### config.mk
export PLATFORM = sky130hd
export DESIGN_NAME = ima_pair_decoder
export DESIGN_NICKNAME = d
export VERILOG_FILES = /design/src/rtl/ima_pair_pkg.sv /design/src/rtl/ima_nibble_step.sv /design/src/rtl/ima_read_seq.sv /design/src/rtl/ima_pair_decoder.sv
export SDC_FILE = /design/constraint.sdc
export NUM_CORES = 1
export LEC_CHECK = 0
export ABC_AREA = 1
export CORE_ASPECT_RATIO = 0.8
export CORE_MARGIN = 8
export CORE_UTILIZATION = 60
export CTS_CLUSTER_SIZE = 10
export DETAILED_ROUTE_END_ITERATION = 10
export DONT_BUFFER_PORTS = 1
export HOLD_SLACK_MARGIN = 0.12
export PLACE_DENSITY = 0.81
export SLEW_MARGIN = 10
export SYNTH_ARGS = -nofsm -noshare
export SYNTH_HDL_FRONTEND = slang
export SYNTH_SLANG_ARGS = --single-unit
export TNS_END_PERCENT = 1
### constraint.sdc
create_clock -name clk -period 14.3 [get_ports clk]
set_input_delay 2.86 -clock clk [delete_from_list [all_inputs] [get_ports clk]]
set_output_delay 2.86 -clock clk [all_outputs]
set_load 0.01 [all_outputs]
### src/rtl/ima_pair_pkg.sv
`timescale 1ns/1ps
package ima_pair_pkg;

   localparam int PRED_W  = 16;
   localparam int CODE_W  = 4;
   localparam int MAG_W   = CODE_W - 1;
   localparam int IDX_W   = 7;
   localparam int IDX_TOP = 88;
   localparam int STEP_W  = 15;
   localparam int LO_N    = 45;
   localparam int HI_N    = IDX_TOP + 1 - LO_N;

   typedef logic [IDX_W-1:0]         idx_t;
   typedef logic signed [PRED_W-1:0] pred_t;
   typedef logic [STEP_W-1:0]        step_t;
   typedef enum logic [1:0] {PH_IDLE, PH_LOW, PH_HIGH} phase_t;

   localparam step_t STEP_LO [LO_N] = '{
      15'd7, 15'd8, 15'd9, 15'd10, 15'd11, 15'd12, 15'd13, 15'd14, 15'd16,
      15'd17, 15'd19, 15'd21, 15'd23, 15'd25, 15'd28, 15'd31, 15'd34, 15'd37,
      15'd41, 15'd45, 15'd50, 15'd55, 15'd60, 15'd66, 15'd73, 15'd80, 15'd88,
      15'd97, 15'd107, 15'd118, 15'd130, 15'd143, 15'd157, 15'd173, 15'd190,
      15'd209, 15'd230, 15'd253, 15'd279, 15'd307, 15'd337, 15'd371, 15'd408,
      15'd449, 15'd494};

   localparam step_t STEP_HI [HI_N] = '{
      15'd544, 15'd598, 15'd658, 15'd724, 15'd796, 15'd876, 15'd963, 15'd1060,
      15'd1166, 15'd1282, 15'd1411, 15'd1552, 15'd1707, 15'd1878, 15'd2066,
      15'd2272, 15'd2499, 15'd2749, 15'd3024, 15'd3327, 15'd3660, 15'd4026,
      15'd4428, 15'd4871, 15'd5358, 15'd5894, 15'd6484, 15'd7132, 15'd7845,
      15'd8630, 15'd9493, 15'd10442, 15'd11487, 15'd12635, 15'd13899,
      15'd15289, 15'd16818, 15'd18500, 15'd20350, 15'd22385, 15'd24623,
      15'd27086, 15'd29794, 15'd32767};

   function automatic step_t step_of(input idx_t i);
      idx_t k;
      k = i - idx_t'(LO_N);
      if (i > idx_t'(IDX_TOP))     return STEP_HI[HI_N-1];
      else if (i < idx_t'(LO_N))   return STEP_LO[i[5:0]];
      else                         return STEP_HI[k[5:0]];
   endfunction

endpackage

### src/rtl/ima_nibble_step.sv
`timescale 1ns/1ps
module ima_nibble_step
   import ima_pair_pkg::*;
(
   input  pred_t             pred_i,
   input  idx_t              idx_i,
   input  logic [CODE_W-1:0] code_i,
   output pred_t             pred_o,
   output idx_t              idx_o
);
   localparam int DIFF_W = STEP_W + 2;
   localparam int WIDE_W = PRED_W + 2;

   step_t               step;
   logic [DIFF_W-1:0]   part [MAG_W+1];
   logic signed [WIDE_W-1:0] ext, dif, wide;
   logic signed [7:0]   adj, nidx;

   assign step    = step_of(idx_i);
   assign part[0] = DIFF_W'(step >> MAG_W);

   // one adder per magnitude bit; bit j adds step >> (MAG_W-1-j)
   for (genvar j = 0; j < MAG_W; j++) begin : g_term
      assign part[j+1] = code_i[j] ? part[j] + DIFF_W'(step >> (MAG_W-1-j))
                                   : part[j];
   end

   assign ext = {{(WIDE_W-PRED_W){pred_i[PRED_W-1]}}, pred_i};
   assign dif = $signed({1'b0, part[MAG_W]});

   always_comb begin
      wide = code_i[CODE_W-1] ? ext - dif : ext + dif;
      if (wide > WIDE_W'(32767))
         pred_o = 16'sh7fff;
      else if (wide < -WIDE_W'(32768))
         pred_o = -16'sh8000;
      else
         pred_o = wide[PRED_W-1:0];
   end

   always_comb begin
      if (code_i[MAG_W-1])
         adj = $signed({4'b0, {1'b0, code_i[1:0]} + 3'd1, 1'b0});
      else
         adj = -8'sd1;
      nidx = $signed({1'b0, idx_i}) + adj;
      if (nidx < 8'sd0)
         idx_o = '0;
      else if (nidx > 8'(IDX_TOP))
         idx_o = idx_t'(IDX_TOP);
      else
         idx_o = nidx[IDX_W-1:0];
   end
endmodule

### src/rtl/ima_read_seq.sv
`timescale 1ns/1ps
module ima_read_seq #(
   parameter int OUT_W = 8
) (
   input  logic             clk,
   input  logic             rst_n,
   input  logic             load,
   input  logic [OUT_W-1:0] first_i,
   input  logic [OUT_W-1:0] second_i,
   input  logic             adv,
   output logic [OUT_W-1:0] out_o
);
   localparam logic [OUT_W-1:0] MID = OUT_W'(1) << (OUT_W-1);

   logic [OUT_W-1:0] first_q, second_q;
   logic             ptr_q;

   always_ff @(posedge clk) begin
      if (!rst_n) begin
         first_q  <= MID;
         second_q <= MID;
         ptr_q    <= 1'b0;
      end else if (load) begin
         first_q  <= first_i;
         second_q <= second_i;
         ptr_q    <= 1'b0;
      end else if (adv) begin
         ptr_q    <= 1'b1;
      end
   end

   assign out_o = ptr_q ? second_q : first_q;


   load_first_chk: assert property (@(posedge clk) disable iff (!rst_n)
      load |=> (out_o == $past(first_i)));


   advance_chk: assert property (@(posedge clk) disable iff (!rst_n)
      (!load && adv && !ptr_q) |=> (out_o == $past(second_q)));


   sticky_second_chk: assert property (@(posedge clk) disable iff (!rst_n)
      (!load && ptr_q) |=> $stable(out_o));
endmodule

### src/rtl/ima_pair_decoder.sv
`timescale 1ns/1ps
module ima_pair_decoder
   import ima_pair_pkg::*;
#(
   parameter int OUT_W  = 8,
   parameter bit SERIAL = 1'b0
) (
   input  logic             clk,
   input  logic             rst_n,
   input  logic             wr_stb,
   input  logic [7:0]       wr_byte,
   input  logic             rd_stb,
   output logic [OUT_W-1:0] rd_byte
);
   localparam logic [OUT_W-1:0] FLIP = OUT_W'(1) << (OUT_W-1);

   if (OUT_W < 1 || OUT_W > PRED_W) begin : g_bad_width
      $error("ima_pair_decoder: OUT_W must lie in 1..16");
   end
   if (2*CODE_W != 8) begin : g_bad_code
      $error("ima_pair_decoder: two codes must fill one byte");
   end

   pred_t            pred_q;
   idx_t             idx_q;
   logic             load;
   logic [OUT_W-1:0] ld_first, ld_second;

   if (!SERIAL) begin : g_cascade
      pred_t p_lo, p_hi;
      idx_t  i_lo, i_hi;

      ima_nibble_step u_lo (.pred_i(pred_q), .idx_i(idx_q),
                            .code_i(wr_byte[CODE_W-1:0]),
                            .pred_o(p_lo), .idx_o(i_lo));
      ima_nibble_step u_hi (.pred_i(p_lo), .idx_i(i_lo),
                            .code_i(wr_byte[2*CODE_W-1:CODE_W]),
                            .pred_o(p_hi), .idx_o(i_hi));

      always_ff @(posedge clk) begin
         if (!rst_n) begin
            pred_q <= '0;
            idx_q  <= '0;
         end else if (wr_stb) begin
            pred_q <= p_hi;
            idx_q  <= i_hi;
         end
      end

      assign load      = wr_stb;
      assign ld_first  = p_lo[PRED_W-1 -: OUT_W] ^ FLIP;
      assign ld_second = p_hi[PRED_W-1 -: OUT_W] ^ FLIP;


      state_hold_chk: assert property (@(posedge clk) disable iff (!rst_n)
         !wr_stb |=> ($stable(pred_q) && $stable(idx_q)));
   end else begin : g_serial
      phase_t           phase_q;
      logic [7:0]       hold_q;
      logic [OUT_W-1:0] first_q;
      pred_t            p_nx;
      idx_t             i_nx;
      logic [CODE_W-1:0] code;

      assign code = (phase_q == PH_HIGH) ? hold_q[2*CODE_W-1:CODE_W]
                                         : hold_q[CODE_W-1:0];

      ima_nibble_step u_one (.pred_i(pred_q), .idx_i(idx_q), .code_i(code),
                             .pred_o(p_nx), .idx_o(i_nx));

      always_ff @(posedge clk) begin
         if (!rst_n) begin
            pred_q  <= '0;
            idx_q   <= '0;
            phase_q <= PH_IDLE;
            hold_q  <= '0;
            first_q <= FLIP;
         end else if (wr_stb) begin
            hold_q  <= wr_byte;
            phase_q <= PH_LOW;
         end else begin
            unique case (phase_q)
               PH_LOW: begin
                  pred_q  <= p_nx;
                  idx_q   <= i_nx;
                  first_q <= p_nx[PRED_W-1 -: OUT_W] ^ FLIP;
                  phase_q <= PH_HIGH;
               end
               PH_HIGH: begin
                  pred_q  <= p_nx;
                  idx_q   <= i_nx;
                  phase_q <= PH_IDLE;
               end
               default: phase_q <= PH_IDLE;
            endcase
         end
      end

      assign load      = (phase_q == PH_HIGH) && !wr_stb;
      assign ld_first  = first_q;
      assign ld_second = p_nx[PRED_W-1 -: OUT_W] ^ FLIP;


      state_hold_chk: assert property (@(posedge clk) disable iff (!rst_n)
         (!wr_stb && phase_q == PH_IDLE) |=> ($stable(pred_q) && $stable(idx_q)));
   end

   ima_read_seq #(.OUT_W(OUT_W)) u_seq (
      .clk(clk), .rst_n(rst_n), .load(load),
      .first_i(ld_first), .second_i(ld_second),
      .adv(rd_stb), .out_o(rd_byte));


   idx_bound_chk: assert property (@(posedge clk) disable iff (!rst_n)
      idx_q <= idx_t'(IDX_TOP));


   idx_move_chk: assert property (@(posedge clk) disable iff (!rst_n)
      $changed(idx_q) |-> ((idx_q > $past(idx_q)) ? (idx_q - $past(idx_q) <= 7'd16)
                                                   : ($past(idx_q) - idx_q <= 7'd2)));
endmodule

==> impl_results.md <==
- Largest net degree at the start of global routing: 43
- Tcrit/Tclk final: 94.1%
- Largest family of logic cells by synthesized area: simple AND/OR/NAND/NOR gates
- Total CTS buffers: 5
- Nets: 2320
- Io pins: 20
- Initial antenna violation count: 0
- Most common flop cell mapped by yosys: dfxtp_1
- Most frequent CP cell: nand2_1
- DRC: 0
- GR Overflow Total: 0
- Gpl congestion: 1.01
- Routed wire length: 39300 µm
- Initial core utilization: 61.2%
- Final setup fails: 0
- Critical Path Sink Type: register
- Post-Syn Instances: 2184
- Vias per cell: 6.07
- EDFF count, synth: 0
- DP Cell Count: 2396
- Die Y: 146 µm
- Top-count cell post-synth: nand2_1
- Max Cap Viol: 0
- Critical path type: primary input to register
- Max Clock Freq: 74.3 MHz
- CTS tree: yes
- Row count: 47
- CP max FO: 22
- Root Driver: clkbuf_16
- Final cell count without fillers: 2412
- Minimum clock period: 13.46 ns
- CP peak stage delay: 0.36 ns
- Yosys reg bits: 33
- DP HPWL: 31100 µm
- Drt pass-1 iters: 7
- Final Hold Vio Count: 0
- Worst slew margin: 42.4%
- Clock H-tree levels: 2
- Slowest cell on crit path: o31ai_1
- Port Buffer Count: 0
- CP required: 14.46 ns
- Clock buffer depth: 2
- Routed Antenna Nets: 0
- Starting DRT DRC Count: 1733
- Core Area: 20700 µm²
- Post-DR wirelength/cell: 16.3 µm
- Yosys warning count: 0
- Die area: 26000 µm²
- Area contributors post-synth: nand2_1 (16%), ha_1 (16%), nand3_1 (8.7%), inv_1 (7.4%), o21ai_0 (6.2%)
- Vias: 14600
- WP buf/inv: 6
- Worst hold path class: register to register
- Filler Cell Count: 1986
- Clock sink count: 33
- Synth Area in XOR/XNOR: 6.43%
- Largest delay share family, worst path: simple AND/OR/NAND/NOR gates
- Netlist cell types: 69
- Ant. Diodes: 0
- Compound-Gate Fraction of Synth Area: 22.3%
- Synthesized Nets: 2362
- Die W: 178 µm
- Simple-Gate Fraction of Synth Area: 37.6%
- Clock transition at path regs: 0.06 ns
- Synth area leader: nand2_1
- Layout Area Growth over Synthesis: 2.83%
- First-pass GRT wire length: 64100 µm
- Post-synthesis mux area share: 0%
- Worst-Margin Slew: 0.856 ns
- CP startpoint kind: primary input
- Synth top area share: 16.0%
- Mapped cell area: 12700 µm²
- Post-synthesis adder-cell area fraction: 16.9%
- Post-synth top cells: nand2_1 (540), inv_1 (250), nand3_1 (219)
- Synth async-reset ratio: 0%
- Mean Syn Cell Area: 5.80 µm²
- CTS Hold Bufs: 0
- Slew Viols, Final: 0
- GRT Overall Usage: 28.8%
- Seq/Total Area, Yosys: 5.22%
- Outcome: complete, no violations
- Critical Path AT: 13.62 ns
- Vias in the first global route: 13400
- Layout cells sized above 1: 8.26%
- Clk Latency, worst-skew pair: 0.28 ns
- Clock skew: 0.00733 ns
==> layout make-up <==
type	count	area (µm²)	area share [%]
Tap cell	269	337	2.59
Multi-Input combinational cell	1801	10600	81.7
Clock inverter	3	17.5	0.135
Inverter	279	1070	8.22
Clock buffer	5	125	0.961
Timing Repair Buffer	22	169	1.30
Sequential cell	33	661	5.08
==> cell families after synthesis <==
| family | Yosys count |
|---|---|
| buffers and inverters | 350 |
| xor gates and xnor gates | 93 |
| and+or+nand+nor | 1067 |
| DFF | 33 |
| adders and majority gates | 166 |
| AOI/OAI and AO/OA | 475 |
==> cell usage in the layout (no fill, tap or decap), types with 33 or more instances in the layout <==
master / n
nand3_1: 217
nor2_1: 165
dfxtp_1: 33
nand2_1: 538
xor2_1: 68
nand2_2: 36
a21oi_1: 142
o21ai_0: 154
inv_1: 248
ha_1: 153
==> flip-flops by register name, summed over array words and instances (netlist names) <==
signal / flops
idx_q: 7
pred_q: 16
u_seq.first_q: 8
u_seq.ptr_q: 1
u_seq.second_q: 1
==> worst min-delay path, stage by stage, from the launching register on <==
cell     delay, ns
dfxtp_1       0.31
nand2_1       0.06
nand2_1       0.04
==> through the flow <==
stage | util (%) | setup slack [ns] | area [µm²] | hold slack [ns] | TNS, ns
6_report | 62.9 | 0.838 | 13000 | 0.454 | 0
5_1_grt | 62.9 | -0.0451 | 13000 | 0.473 | -0.293
4_1_cts | 62.1 | 0.501 | 12800 | 0.452 | 0
3_5_place_dp | 61.4 | 0.273 | 12700 | 0.439 | 0
3_3_place_gp | 61.4 | 0.768 | 12700 | 0.438 | 0
2_1_floorplan | - | 1.08 | 12700 | 0.426 | 0
==> metal layers <==
metal  track usage [%]  share of wire (%)  vias to the layer above
met5                 0                  0                        -
met4              6.11                1.7                        0
met3              4.69                9.4                       65
met2              44.6                 43                      692
met1              40.8                 46                     6641
li1                  -                  -                     7239
==> repair_timing <==
item	CTS	global route
endpoints found under the setup margin	0	17
resized for setup	0	28
buffers inserted	0	8
==> final timing paths <==
| kind | slack, ns | endpoint | depth (start not counted) | start |
|---|---|---|---|---|
| worst max-delay path | 0.84 | pred_q[10] | 67 | wr_byte[0] |
| worst min-delay path | 0.45 | u_seq.first_q[1] | 2 | u_seq.first_q[1] |
| worst max register to register | 1.01 | pred_q[10] | 82 | idx_q[1] |
| worst min register to register | 0.45 | u_seq.first_q[1] | 2 | u_seq.first_q[1] |
Power is left out: the tool's default activity adds up to more than one toggle a clock period on the data nets, which glitch-free logic cannot reach.
